### src/rtl/rng_reg_pkg.sv
package rng_reg_pkg;
  localparam int DATA_W = 32;
  localparam int STAT_HW_W = 12;

  localparam int ADDR_INTCTL = 'h00;
  localparam int ADDR_STATUS = 'h04;
  localparam int ADDR_CTRL = 'h08;
  localparam int ADDR_CTRL2 = 'h0C;
  localparam int ADDR_CTRL3 = 'h10;
  localparam int ADDR_CTRL4 = 'h14;
  localparam int ADDR_SEED = 'h40;
  localparam int ADDR_PERS = 'h80;
  localparam int ADDR_CORE = 'hC0;
  localparam int ADDR_RST = 'hD0;
  localparam int ADDR_OSC = 'hD4;
  localparam int ADDR_MASK = 'hE4;
  localparam int ADDR_MCLR = 'hE8;
  localparam int ADDR_MSET = 'hEC;

  localparam logic [DATA_W-1:0] CTRL2_RST = 32'h0000_210C;
  localparam logic [DATA_W-1:0] CTRL3_RST = 32'h0002_6F09;
  localparam logic [1:0] MASK_RST = 2'b11;

  // control bits forced low per version class
  localparam logic [DATA_W-1:0] CTRL_OLD_CLR = 32'h0000_0600;
  localparam logic [DATA_W-1:0] CTRL_NEW_CLR = 32'h0000_0012;

  typedef enum logic [3:0] {
    SEL_NONE, SEL_INTCTL, SEL_STATUS, SEL_CTRL, SEL_CTRL2, SEL_CTRL3,
    SEL_CTRL4, SEL_SEED, SEL_PERS, SEL_CORE, SEL_RST, SEL_OSC,
    SEL_MASK, SEL_MCLR, SEL_MSET
  } reg_sel_e;
endpackage

### src/rtl/rng_bus_decode.sv
module rng_bus_decode
  import rng_reg_pkg::*;
#(
  parameter int ADDR_W = 8,
  parameter int NUM_WORDS = 12,
  localparam int IDX_W = $clog2(NUM_WORDS)
) (
  input  logic              valid_i,
  input  logic [ADDR_W-1:0] addr_i,
  input  logic [3:0]        be_i,
  output logic              acc_ok_o,
  output reg_sel_e          sel_o,
  output logic [IDX_W-1:0]  idx_o,
  output logic              secret_o
);
  localparam int BANK_BYTES = 4 * NUM_WORDS;
  int addr_int;

  always_comb begin
    addr_int = int'(addr_i);
    acc_ok_o = valid_i && (be_i == 4'hF) && (addr_i[1:0] == 2'b00);
    secret_o = (addr_int >= ADDR_SEED) && (addr_int <= ADDR_PERS + BANK_BYTES - 4);
    sel_o = SEL_NONE;
    idx_o = '0;
    if (addr_int >= ADDR_SEED && addr_int < ADDR_SEED + BANK_BYTES) begin
      sel_o = SEL_SEED;
      idx_o = IDX_W'((addr_int - ADDR_SEED) >> 2);
    end else if (addr_int >= ADDR_PERS && addr_int < ADDR_PERS + BANK_BYTES) begin
      sel_o = SEL_PERS;
      idx_o = IDX_W'((addr_int - ADDR_PERS) >> 2);
    end else begin
      case (addr_int)
        ADDR_INTCTL: sel_o = SEL_INTCTL;
        ADDR_STATUS: sel_o = SEL_STATUS;
        ADDR_CTRL:   sel_o = SEL_CTRL;
        ADDR_CTRL2:  sel_o = SEL_CTRL2;
        ADDR_CTRL3:  sel_o = SEL_CTRL3;
        ADDR_CTRL4:  sel_o = SEL_CTRL4;
        ADDR_CORE:   sel_o = SEL_CORE;
        ADDR_RST:    sel_o = SEL_RST;
        ADDR_OSC:    sel_o = SEL_OSC;
        ADDR_MASK:   sel_o = SEL_MASK;
        ADDR_MCLR:   sel_o = SEL_MCLR;
        ADDR_MSET:   sel_o = SEL_MSET;
        default:     sel_o = SEL_NONE;
      endcase
    end
  end
endmodule

### src/rtl/rng_wr_filter.sv
module rng_wr_filter
  import rng_reg_pkg::*;
#(
  parameter int VERSION_W = 16,
  parameter int GATE_VERSION = 'h0200
) (
  input  logic [VERSION_W-1:0] hw_version_i,
  input  reg_sel_e             sel_i,
  input  logic [DATA_W-1:0]    wdata_i,
  output logic [DATA_W-1:0]    wdata_o,
  output logic                 drop_o,
  output logic                 hw_old_o
);
  always_comb begin
    hw_old_o = hw_version_i < VERSION_W'(GATE_VERSION);
    wdata_o = wdata_i;
    drop_o = 1'b0;
    if (hw_old_o) begin
      if (sel_i == SEL_CTRL) wdata_o = wdata_i & ~CTRL_OLD_CLR;
      if (sel_i inside {SEL_CTRL2, SEL_CTRL3, SEL_CTRL4}) drop_o = 1'b1;
    end else if (sel_i == SEL_CTRL) begin
      wdata_o = wdata_i & ~CTRL_NEW_CLR;
    end
  end
endmodule

### src/rtl/rng_secret_bank.sv
module rng_secret_bank
  import rng_reg_pkg::*;
#(
  parameter int NUM_WORDS = 12,
  localparam int IDX_W = $clog2(NUM_WORDS)
) (
  input  logic                        clk_i,
  input  logic                        rst_ni,
  input  logic                        clear_i,
  input  logic                        we_i,
  input  logic [IDX_W-1:0]            idx_i,
  input  logic [DATA_W-1:0]           wdata_i,
  output logic [NUM_WORDS*DATA_W-1:0] words_o
);
  for (genvar g = 0; g < NUM_WORDS; g++) begin : g_word
    logic [DATA_W-1:0] word_q;
    always_ff @(posedge clk_i or negedge rst_ni) begin
      if (!rst_ni) word_q <= '0;
      else if (clear_i) word_q <= '0;
      else if (we_i && idx_i == IDX_W'(g)) word_q <= wdata_i;
    end
    assign words_o[g*DATA_W +: DATA_W] = word_q;
  end

  // full reset wipes the bank
  p_bank_clear_r8: assert property (@(posedge clk_i) disable iff (!rst_ni)
    clear_i |=> (words_o == '0));
endmodule

### src/rtl/rng_reg_front.sv
module rng_reg_front
  import rng_reg_pkg::*;
#(
  parameter int ADDR_W = 8,
  parameter int VERSION_W = 16,
  parameter int GATE_VERSION = 'h0200,
  parameter int NUM_WORDS = 12,
  localparam int IDX_W = $clog2(NUM_WORDS),
  localparam int BANK_W = NUM_WORDS * DATA_W
) (
  input  logic                 clk_i,
  input  logic                 rst_ni,
  input  logic [VERSION_W-1:0] hw_version_i,
  input  logic                 req_valid_i,
  input  logic                 req_write_i,
  input  logic [ADDR_W-1:0]    req_addr_i,
  input  logic [3:0]           req_be_i,
  input  logic [DATA_W-1:0]    req_wdata_i,
  input  logic [STAT_HW_W-1:0] status_i,
  input  logic [DATA_W-1:0]    rng_data_i,
  output logic [DATA_W-1:0]    rdata_o,
  output logic                 core_rd_o,
  output logic [DATA_W-1:0]    intctl_o,
  output logic                 intctl_wr_o,
  output logic [DATA_W-1:0]    ctrl_o,
  output logic                 ctrl_wr_o,
  output logic [DATA_W-1:0]    ctrl2_o,
  output logic [DATA_W-1:0]    ctrl3_o,
  output logic [DATA_W-1:0]    ctrl4_o,
  output logic                 ctrl4_wr_o,
  output logic [BANK_W-1:0]    seed_o,
  output logic [BANK_W-1:0]    pers_o,
  output logic                 osc_en_o,
  output logic [1:0]           imask_o,
  output logic                 in_reset_o,
  output logic                 soft_rst_o
);
  localparam int STAT_SW_W = DATA_W - STAT_HW_W;

  logic acc_ok, rd_secret, drop, hw_old;
  reg_sel_e sel;
  logic [IDX_W-1:0] idx;
  logic [DATA_W-1:0] wdata_f, status_word, rd_mux;
  logic wr_go, rd_go, full_rst;

  logic [DATA_W-1:0] intctl_q, ctrl_q, ctrl2_q, ctrl3_q, ctrl4_q, rdata_q;
  logic [STAT_SW_W-1:0] stat_hi_q;
  logic rst_q, osc_q, core_rd_q, soft_rst_q, ctrl_wr_q, ctrl4_wr_q, intctl_wr_q;
  logic [1:0] imask_q;

  rng_bus_decode #(.ADDR_W(ADDR_W), .NUM_WORDS(NUM_WORDS)) u_decode (
    .valid_i(req_valid_i), .addr_i(req_addr_i), .be_i(req_be_i),
    .acc_ok_o(acc_ok), .sel_o(sel), .idx_o(idx), .secret_o(rd_secret)
  );

  rng_wr_filter #(.VERSION_W(VERSION_W), .GATE_VERSION(GATE_VERSION)) u_filter (
    .hw_version_i(hw_version_i), .sel_i(sel), .wdata_i(req_wdata_i),
    .wdata_o(wdata_f), .drop_o(drop), .hw_old_o(hw_old)
  );

  assign wr_go = acc_ok && req_write_i && !drop;
  assign rd_go = acc_ok && !req_write_i;
  // only a 0->1 transition of the reset bit triggers the full reset
  assign full_rst = wr_go && (sel == SEL_RST) && wdata_f[0] && !rst_q;
  assign status_word = {stat_hi_q, status_i};

  rng_secret_bank #(.NUM_WORDS(NUM_WORDS)) u_seed (
    .clk_i(clk_i), .rst_ni(rst_ni), .clear_i(full_rst),
    .we_i(wr_go && sel == SEL_SEED && !full_rst), .idx_i(idx), .wdata_i(wdata_f),
    .words_o(seed_o)
  );

  rng_secret_bank #(.NUM_WORDS(NUM_WORDS)) u_pers (
    .clk_i(clk_i), .rst_ni(rst_ni), .clear_i(full_rst),
    .we_i(wr_go && sel == SEL_PERS && !full_rst), .idx_i(idx), .wdata_i(wdata_f),
    .words_o(pers_o)
  );

  always_ff @(posedge clk_i or negedge rst_ni) begin
    if (!rst_ni) begin
      intctl_q    <= '0;
      stat_hi_q   <= '0;
      ctrl_q      <= '0;
      ctrl2_q     <= CTRL2_RST;
      ctrl3_q     <= CTRL3_RST;
      ctrl4_q     <= '0;
      rst_q       <= 1'b1;
      osc_q       <= 1'b0;
      imask_q     <= MASK_RST;
      soft_rst_q  <= 1'b0;
      ctrl_wr_q   <= 1'b0;
      ctrl4_wr_q  <= 1'b0;
      intctl_wr_q <= 1'b0;
    end else begin
      soft_rst_q  <= 1'b0;
      ctrl_wr_q   <= 1'b0;
      ctrl4_wr_q  <= 1'b0;
      intctl_wr_q <= 1'b0;
      if (full_rst) begin
        intctl_q   <= '0;
        stat_hi_q  <= '0;
        ctrl_q     <= '0;
        ctrl2_q    <= CTRL2_RST;
        ctrl3_q    <= CTRL3_RST;
        ctrl4_q    <= '0;
        rst_q      <= 1'b1;
        osc_q      <= 1'b0;
        imask_q    <= MASK_RST;
        soft_rst_q <= 1'b1;
      end else if (wr_go) begin
        unique case (sel)
          SEL_INTCTL: begin intctl_q <= wdata_f; intctl_wr_q <= 1'b1; end
          SEL_STATUS: stat_hi_q <= wdata_f[DATA_W-1:STAT_HW_W];
          SEL_CTRL:   begin ctrl_q <= wdata_f; ctrl_wr_q <= 1'b1; end
          SEL_CTRL2:  ctrl2_q <= wdata_f;
          SEL_CTRL3:  ctrl3_q <= wdata_f;
          SEL_CTRL4:  begin ctrl4_q <= wdata_f; ctrl4_wr_q <= 1'b1; end
          SEL_RST:    rst_q <= wdata_f[0];
          SEL_OSC:    osc_q <= wdata_f[0];
          SEL_MCLR:   imask_q <= imask_q & ~wdata_f[1:0];
          SEL_MSET:   imask_q <= imask_q | wdata_f[1:0];
          default:    ;
        endcase
      end
    end
  end

  always_comb begin
    rd_mux = '0;
    if (rd_secret) rd_mux = status_word;
    else begin
      unique case (sel)
        SEL_INTCTL: rd_mux = intctl_q;
        SEL_STATUS: rd_mux = status_word;
        SEL_CTRL:   rd_mux = ctrl_q;
        SEL_CTRL2:  rd_mux = ctrl2_q;
        SEL_CTRL3:  rd_mux = ctrl3_q;
        SEL_CTRL4:  rd_mux = ctrl4_q;
        SEL_CORE:   rd_mux = rng_data_i;
        SEL_RST:    rd_mux = {{(DATA_W-1){1'b0}}, rst_q};
        SEL_OSC:    rd_mux = {{(DATA_W-1){1'b0}}, osc_q};
        SEL_MASK:   rd_mux = {{(DATA_W-2){1'b0}}, imask_q};
        default:    rd_mux = '0;
      endcase
    end
  end

  always_ff @(posedge clk_i or negedge rst_ni) begin
    if (!rst_ni) begin
      rdata_q   <= '0;
      core_rd_q <= 1'b0;
    end else begin
      core_rd_q <= rd_go && (sel == SEL_CORE);
      if (rd_go) rdata_q <= rd_mux;
      else if (req_valid_i && !req_write_i) rdata_q <= '0;
    end
  end

  assign rdata_o     = rdata_q;
  assign core_rd_o   = core_rd_q;
  assign intctl_o    = intctl_q;
  assign intctl_wr_o = intctl_wr_q;
  assign ctrl_o      = ctrl_q;
  assign ctrl_wr_o   = ctrl_wr_q;
  assign ctrl2_o     = ctrl2_q;
  assign ctrl3_o     = ctrl3_q;
  assign ctrl4_o     = ctrl4_q;
  assign ctrl4_wr_o  = ctrl4_wr_q;
  assign osc_en_o    = osc_q;
  assign imask_o     = imask_q;
  assign in_reset_o  = rst_q | ctrl_q[0];
  assign soft_rst_o  = soft_rst_q;

  p_bad_read_zero_r2: assert property (@(posedge clk_i) disable iff (!rst_ni)
    $past(req_valid_i && !req_write_i && !acc_ok) |-> (rdata_q == '0));

  p_secret_hidden_r3: assert property (@(posedge clk_i) disable iff (!rst_ni)
    $past(rd_go && rd_secret) |-> (rdata_q == $past(status_word)));

  p_old_ctrl_bits_r4: assert property (@(posedge clk_i) disable iff (!rst_ni)
    (ctrl_wr_q && $past(hw_old)) |-> (ctrl_q[10:9] == 2'b00));

  p_old_ext_drop_r4: assert property (@(posedge clk_i) disable iff (!rst_ni)
    ctrl4_wr_q |-> !$past(hw_old));

  p_new_ctrl_bits_r5: assert property (@(posedge clk_i) disable iff (!rst_ni)
    (ctrl_wr_q && !$past(hw_old)) |-> (ctrl_q[4] == 1'b0 && ctrl_q[1] == 1'b0));

  p_core_strobe_r7: assert property (@(posedge clk_i) disable iff (!rst_ni)
    core_rd_q |-> ($past(rd_go && sel == SEL_CORE) && rdata_q == $past(rng_data_i)));

  p_full_rst_edge_r8: assert property (@(posedge clk_i) disable iff (!rst_ni)
    soft_rst_q |-> (!$past(rst_q) && rst_q && ctrl2_q == CTRL2_RST && imask_q == MASK_RST));

  p_in_reset_r9: assert property (@(posedge clk_i) disable iff (!rst_ni)
    $rose(soft_rst_q) |-> in_reset_o);
endmodule

### config.mk
export PLATFORM = sky130hd
export DESIGN_NAME = rng_reg_front
export DESIGN_NICKNAME = d
export VERILOG_FILES = /design/src/rtl/rng_reg_pkg.sv /design/src/rtl/rng_bus_decode.sv /design/src/rtl/rng_wr_filter.sv /design/src/rtl/rng_secret_bank.sv /design/src/rtl/rng_reg_front.sv
export SDC_FILE = /design/constraint.sdc
export NUM_CORES = 1
export LEC_CHECK = 0
export ABC_AREA = 1
export BUFFER_PORTS_ARGS = -buffer_cell sky130_fd_sc_hd__buf_2
export CAP_MARGIN = 20
export CORE_AREA = 2 2 413 415
export DETAILED_ROUTE_END_ITERATION = 10
export DIE_AREA = 0 0 415 417
export GPL_TIMING_DRIVEN = 0
export PLACE_DENSITY_LB_ADDON = 0.25
export SLEW_MARGIN = 20
export SYNTH_ARGS = -nofsm -noshare
export SYNTH_HDL_FRONTEND = slang
export SYNTH_SLANG_ARGS = --single-unit
### constraint.sdc
create_clock -name clk_i -period 2.56 [get_ports clk_i]
set_input_delay 0.512 -clock clk_i [delete_from_list [all_inputs] [get_ports clk_i]]
set_output_delay 0.512 -clock clk_i [all_outputs]
set_load 0.005 [all_outputs]
==> impl_metrics.tcl, run 1 <==
set metrics [dict create \
    fin_area_um2 55800 \
    numCtsBuffers 117 \
    path_buf_inv 4 \
    ys_seq_elements 989 \
    status "complete, but fails checks" \
    layout_commonest_cell "nand2_1" \
    cts_tree "yes" \
    dp_hpwl_mm 180 \
    hold_viol 332 \
    synth_edf_count 0 \
    wl_met1_mm 96.0 \
    syn_area_per_cell_um2 8.53 \
    die_area_um2 173000 \
    highest_layer "met5" \
    grt_pass1_vias 39900 \
    place_inst 8284 \
    clkLatencyLatePin_ns 0.79 \
    worstMarginPinSlew_ns 1.10 \
    rsz0062_at_grt "false" \
    clk_path_buf_depth 3 \
    cp.arrival_ns 3.25 \
    synth.top_cell.area_share 0.572 \
    yosysTopAreaCell "dfrtp_1" \
    gr-total-overflow 0 \
    seq_area_frac_synth 0.582 \
    dieHeight_um 417 \
    multi_input_comb_area_um2 15400 \
    final_util 0.331 \
    slew_viol_final 0 \
    worst_path_max_delay_cell "clkbuf_1" \
    maxSlewHeadroom 0.266 \
    synth_area_um2 42600 \
    layout_common_cells "2251 x nand2_1, 1254 x buf_2, 976 x nand3_1, 973 x dfrtp_1, 122 x buf_4" \
    drt_pass1_iterations 8 \
    synthCells 4989 \
    routed_wl_mm 241 \
    holdWs_ns -0.222 \
    setup_viol 0 \
    r2r-start "rst_q" \
    start_kind "input port" \
    track_usage 0.270 \
    grt_max_degree 123 \
    vias 42400 \
    post_drt_via_cell_ratio 4.96 \
    final_layout_size_suffix_gt1_frac 0.277 \
    startpoint "req_addr_i[0]" \
    violations "negative hold slack" \
    rr_endpoint "u_pers.g_word[5].word_q[20]" \
    max_freq_ghz 0.394 \
    crit_family "buffers and inverters" \
    path_clk_slew_ns 0.06 \
    met2WireLength_mm 113 \
    die_w_um 415 \
    async_reset_ff_frac 1.00 \
    fin_cells 8558 \
    powerDensity_nw_per_um2 626 \
    post_dp_cell_area_um2 51000 \
    ir_drop_mv 0.515 \
    cp_max_fo 10 \
    period_share 0.991 \
    core_area_um2 169000 \
    cts-root-buf "clkbuf_16" \
    crit_top_cell "nand2_1" \
    fin_skew_ns 0.0418 \
    start_util 0.253 \
    worstPathCellList "buf_2 > inv_2 > nand2_2 > nor2_1 > clkbuf_1 > clkbuf_1 > nand3_1 > nand2_1 > nor2_1 > nand4_1 > nand2_1 > nand2_1" \
    critical_path_required_ns 3.27 \
    hold_class "input port to async pin" \
    seq_area_um2 24800 \
    gp_congestion 0.917 \
    p_leak_nw 33.4 \
    synth_nets 5097 \
    ios 1077 \
    reg2regPathDepth 7 \
    drtIter0Drc 4545 \
    slowest_delay_ns 0.80 \
    nFillCells 18000 \
    grt_pass1_wl_mm 327 \
    crit_path_end_kind "flip-flop" \
    yosysWarnings 0 \
    synth_cell_type_count 42 \
    period_needed_ns 2.54 \
    drcViolationCount 0 \
    core.rowCount 151 \
    cts.sinks 989 \
    synthTopCellsByArea "dfrtp_1 57%, nand2_1 20%, nand3_1 12%" \
    antenna_found_initial 25 \
    synth_flop_cell "dfrtp_1" \
    area_delta_synth_final_pct 31.0 \
    crit_type "input port to flip-flop" \
    maxCapViolations 0 \
    p_total_w 0.0349 \
    final_nets 6337 \
    route.met3.wl_mm 16.8 \
    post_drt_wl_per_cell_um 28.1 \
    ant_nets 0 \
    cts_hold_buffers 14 \
    reg2reg_slack_ns 0.30 \
    ctsHtreeMaxLevel 3 \
    io_buffers 1067 \
]
-- worst register-to-register path, delay by kind of cell (launching register included) --
| family | cells | cell delay [ns] |
|---|---|---|
| buffers and inverters | 3 | 0.82 |
| and+or+nand+nor | 4 | 0.77 |
| DFF | 1 | 0.58 |
-- report_power, final --
part	switching, W	total, W	internal (W)
clock	0.00741	0.0177	0.0103
sequential	0.0000217	0.0157	0.0157
combinational	0.00121	0.00150	0.000293
-- worst max-delay path by stage --
stage                             endpoint  cells after the start  slack [ns]
4_1_cts        u_seed.g_word[11].word_q[0]                     14      -0.002
2_1_floorplan  u_seed.g_word[5].word_q[10]                     15        0.50
6_report                       rdata_o[30]                     12        0.02
3_3_place_gp                   rdata_o[17]                      1      -22.10
3_5_place_dp   u_pers.g_word[5].word_q[11]                     14       -2.29
5_1_grt        u_seed.g_word[6].word_q[13]                     13       0.001
-- Yosys cell counts, drive strengths merged, types with 3 or more instances --
| master | number |
|---|---|
| nand2 | 2276 |
| nand3 | 986 |
| dfrtp | 973 |
| buf | 316 |
| nor2 | 97 |
| nand4 | 88 |
| clkbuf | 86 |
| inv | 86 |
| o21ai | 19 |
| dfstp | 16 |
| a21oi | 15 |
| o21bai | 12 |
| clkinv | 3 |
-- flip-flops by register name, summed over array words and instances (netlist names) --
signal	cells
ctrl4_wr_o	1
core_rd_o	1
u_pers.g_word.word_q	384
ctrl_wr_o	1
rdata_o	32
rst_q	1
imask_o	2
intctl_o	32
u_seed.g_word.word_q	384
ctrl2_o	32
osc_en_o	1
intctl_wr_o	1
soft_rst_o	1
ctrl_o	32
stat_hi_q	20
ctrl4_o	32
ctrl3_o	32
-- final cells by class --
class | instances | share of cell area
sequential | 989 | 0.444
multi-input combinational | 3509 | 0.277
timing repair buffer | 1124 | 0.110
clock buffer | 173 | 0.0611
tap | 2218 | 0.0498
buffer | 399 | 0.0405
clock inverter | 43 | 0.0101
inverter | 89 | 0.00662
antenna | 14 | 0.000628
-- cell families (layout without fill, tap and decap cells) --
group	after synthesis	count (layout)	synth area share
simple gates	3455	3455	0.351
buf+inv	491	1828	0.0590
flops	989	989	0.582
compound gates	54	54	0.00785
other cells	0	14	0
-- repair_timing --
action	4_1_cts	5_1_grt
setup buffers	26	4
pin swaps	17	3
endpoints found under the hold margin	101	332
setup endpoints to repair	1103	223
resized for setup	60	33
gates cloned	2	1
-- metal layers --
layer / global-route usage / up-vias
met2: 0.435 / 2180
met3: 0.0470 / 514
li1: - / 18500
met1: 0.342 / 21200
met5: 0 / -
met4: 0.151 / 2
-- through the flow --
stage / setup WS, ns / TNS, ns
detailed placement: -2.29 / -1971.61
global placement: -22.10 / -
finish: 0.0219 / 0
global route: 0.00133 / 0
CTS: -0.00205 / -0.00205
floorplan: 0.504 / 0
Power figures use the tool's default switching activity.
==> inputs of run 2 (changes only) <==
SETUP_SLACK_MARGIN = 0.4   (was default)
==> run 2 against run 1 <==
  * The run still ends with negative hold slack left
  * Sequential cell count unchanged
  * Hold slack worse by 0.15 ns
  * Sequential power about the same
  * Routed wire length up 2.9%
  * Sequential share of layout area down 3.5 points
  * Cell count up 1.8%
  * Global-route usage up 0.49 points
  * Combinational power up 28%
  * Via count up 2.6%
  * Critical path type unchanged
  * Critical endpoint is now u_seed.g_word[2].word_q[19]
  * Highest routed layer is now met4
==> impl_metrics.tcl, run 2 (synthesis results as in run 1) <==
set metrics [dict create \
    status "complete, but fails checks" \
    violations "negative hold slack" \
    core_area_um2 169000 \
    slowest_delay_ns 0.26 \
    drcViolationCount 0 \
    io_buffers 1067 \
    setup_viol 0 \
    final_layout_size_suffix_gt1_frac 0.328 \
    crit_path_end_kind "flip-flop" \
    maxSlewHeadroom 0.261 \
    crit_top_cell "nor2_4" \
    layout_common_cells "2114 x nand2_1, 1122 x buf_2, 973 x dfrtp_1, 959 x nand3_1, 173 x buf_4" \
    start_kind "input port" \
    place_inst 8284 \
    setup_slack_ns 0.359 \
    ir_drop_mv 0.521 \
    cts-root-buf "clkbuf_16" \
    critical_path_required_ns 3.25 \
    rsz0062_at_grt "true" \
    die_w_um 415 \
    antenna_found_initial 20 \
    final_nets 6486 \
    ios 1077 \
    cts.sinks 989 \
    clkLatencyLatePin_ns 0.80 \
    dieHeight_um 417 \
    worstMarginPinSlew_ns 1.11 \
    startpoint "req_addr_i[1]" \
    routed_wl_mm 248 \
    post_drt_wl_per_cell_um 28.5 \
    numCtsBuffers 117 \
    worstPathCellList "buf_8 > nor2_4 > nand3_2 > nor2_4 > inv_2 > nor2_4 > buf_6 > nand4_4 > nor2_4 > buf_12 > buf_12 > buf_16 > buf_6 > nor2_4 > buf_12 > clkbuf_16 > nand2_1 > nand2_1" \
    post_drt_via_cell_ratio 5.00 \
    p_leak_nw 35.6 \
    nFillCells 17600 \
    slew_viol_final 0 \
    dp_hpwl_mm 180 \
    drt_pass1_iterations 6 \
    period_share 0.860 \
    grt_max_degree 123 \
    cts_tree "yes" \
    gp_congestion 0.917 \
    holdWs_ns -0.373 \
    final_util 0.359 \
    grt_pass1_wl_mm 333 \
    vias 43600 \
    hold_viol 71 \
    clk_path_buf_depth 3 \
    ctsHtreeMaxLevel 3 \
    gr-total-overflow 0 \
    period_needed_ns 2.20 \
    maxCapViolations 0 \
    reg2reg_slack_ns 0.58 \
    largestRegisters "u_pers.g_word.word_q (384), u_seed.g_word.word_q (384)" \
    path_clk_slew_ns 0.06 \
    fin_skew_ns 0.0407 \
    track_usage 0.275 \
    powerDensity_nw_per_um2 585 \
    cp_max_fo 7 \
    start_util 0.253 \
    area_delta_synth_final_pct 42.2 \
    layout_commonest_cell "nand2_1" \
    final.setup.tns_ns 0 \
    drtIter0Drc 4798 \
    pre_cts_slack_ns -2.29 \
    core.rowCount 151 \
    max_freq_ghz 0.454 \
    die_area_um2 173000 \
    hold_class "input port to async pin" \
    r2r-start "rst_q" \
    crit_type "input port to flip-flop" \
    fin_cells 8709 \
    worst_path_max_delay_cell "nor2_4" \
    cp.arrival_ns 2.89 \
    ant_nets 0 \
    grt_pass1_vias 40500 \
    cts_hold_buffers 11 \
]
## run 2: cell count changes in the layout (fill, tap and decap cells not counted), sizes merged
cell | before | now
clkinv | 25 | 26
clkdlybuf4s15 | 0 | 2
dlygate4sd3 | 12 | 11
clkinvlp | 5 | 6
buf | 1414 | 1562
bufbuf | 2 | 3
inv | 91 | 89
clkbuf | 268 | 267
diode | 14 | 16
## run 2: cell type report
cell class,count,area (um^2),share of cell area
Inverter,89,400,0.00662
Multi-Input combinational cell,3509,16300,0.270
Sequential cell,989,24800,0.409
Clock buffer,173,3410,0.0564
Clock inverter,43,566,0.00935
Timing Repair Buffer,1270,8550,0.141
Buffer,402,3690,0.0609
Antenna cell,16,40.0,0.000662
Tap cell,2218,2780,0.0459
## run 2: metal layers
metal | vias up | global-route usage | part of all wire
met5 | - | 0 | 0
met2 | 2347 | 0.441 | 0.47
met3 | 565 | 0.0461 | 0.070
li1 | 18800 | - | -
met4 | 0 | 0.160 | 0.067
met1 | 21800 | 0.349 | 0.40
## run 2: repair_timing
item,CTS,global route
endpoints found under the hold margin,101,71
pin swaps,56,123
gates resized for setup,461,469
gates cloned,24,14
endpoints found under the setup margin,1193,925
setup buffers,82,62
## run 2: path summary, 6_finish.rpt
path                            cells after the start                          end
worst max-delay path                               18  u_seed.g_word[2].word_q[19]
worst min-delay path                                1  u_pers.g_word[9].word_q[19]
worst max register to register                     11  u_seed.g_word[11].word_q[8]
worst min register to register                      2                  rdata_o[17]
max in group asynchronous                           6                  ctrl3_o[10]
min in group clk_i                                  5                   rdata_o[4]
## run 2: worst max-delay path: cells and delay by family
kind                   cells  cell delay [ns]
AND/OR/NAND/NOR            9             1.10
buffers and inverters      9             1.18
## run 2: where the power goes
group	total, W	leakage (nW)	internal [W]	switching [W]
Combinational	0.00192	19.9	0.000586	0.00133
Clock	0.0178	1.95	0.0103	0.00748
Sequential	0.0157	13.8	0.0157	0.0000218
## run 2: through the flow
stage	hold slack, ns	instance area (um^2)	power [W]
global placement	0.458	50700	0.0174
global route	-0.355	60500	0.0363
finish	-0.373	60500	0.0354
CTS	-0.385	58100	0.0353
floorplan	0.216	42600	0.0163
detailed placement	0.460	51000	0.0174
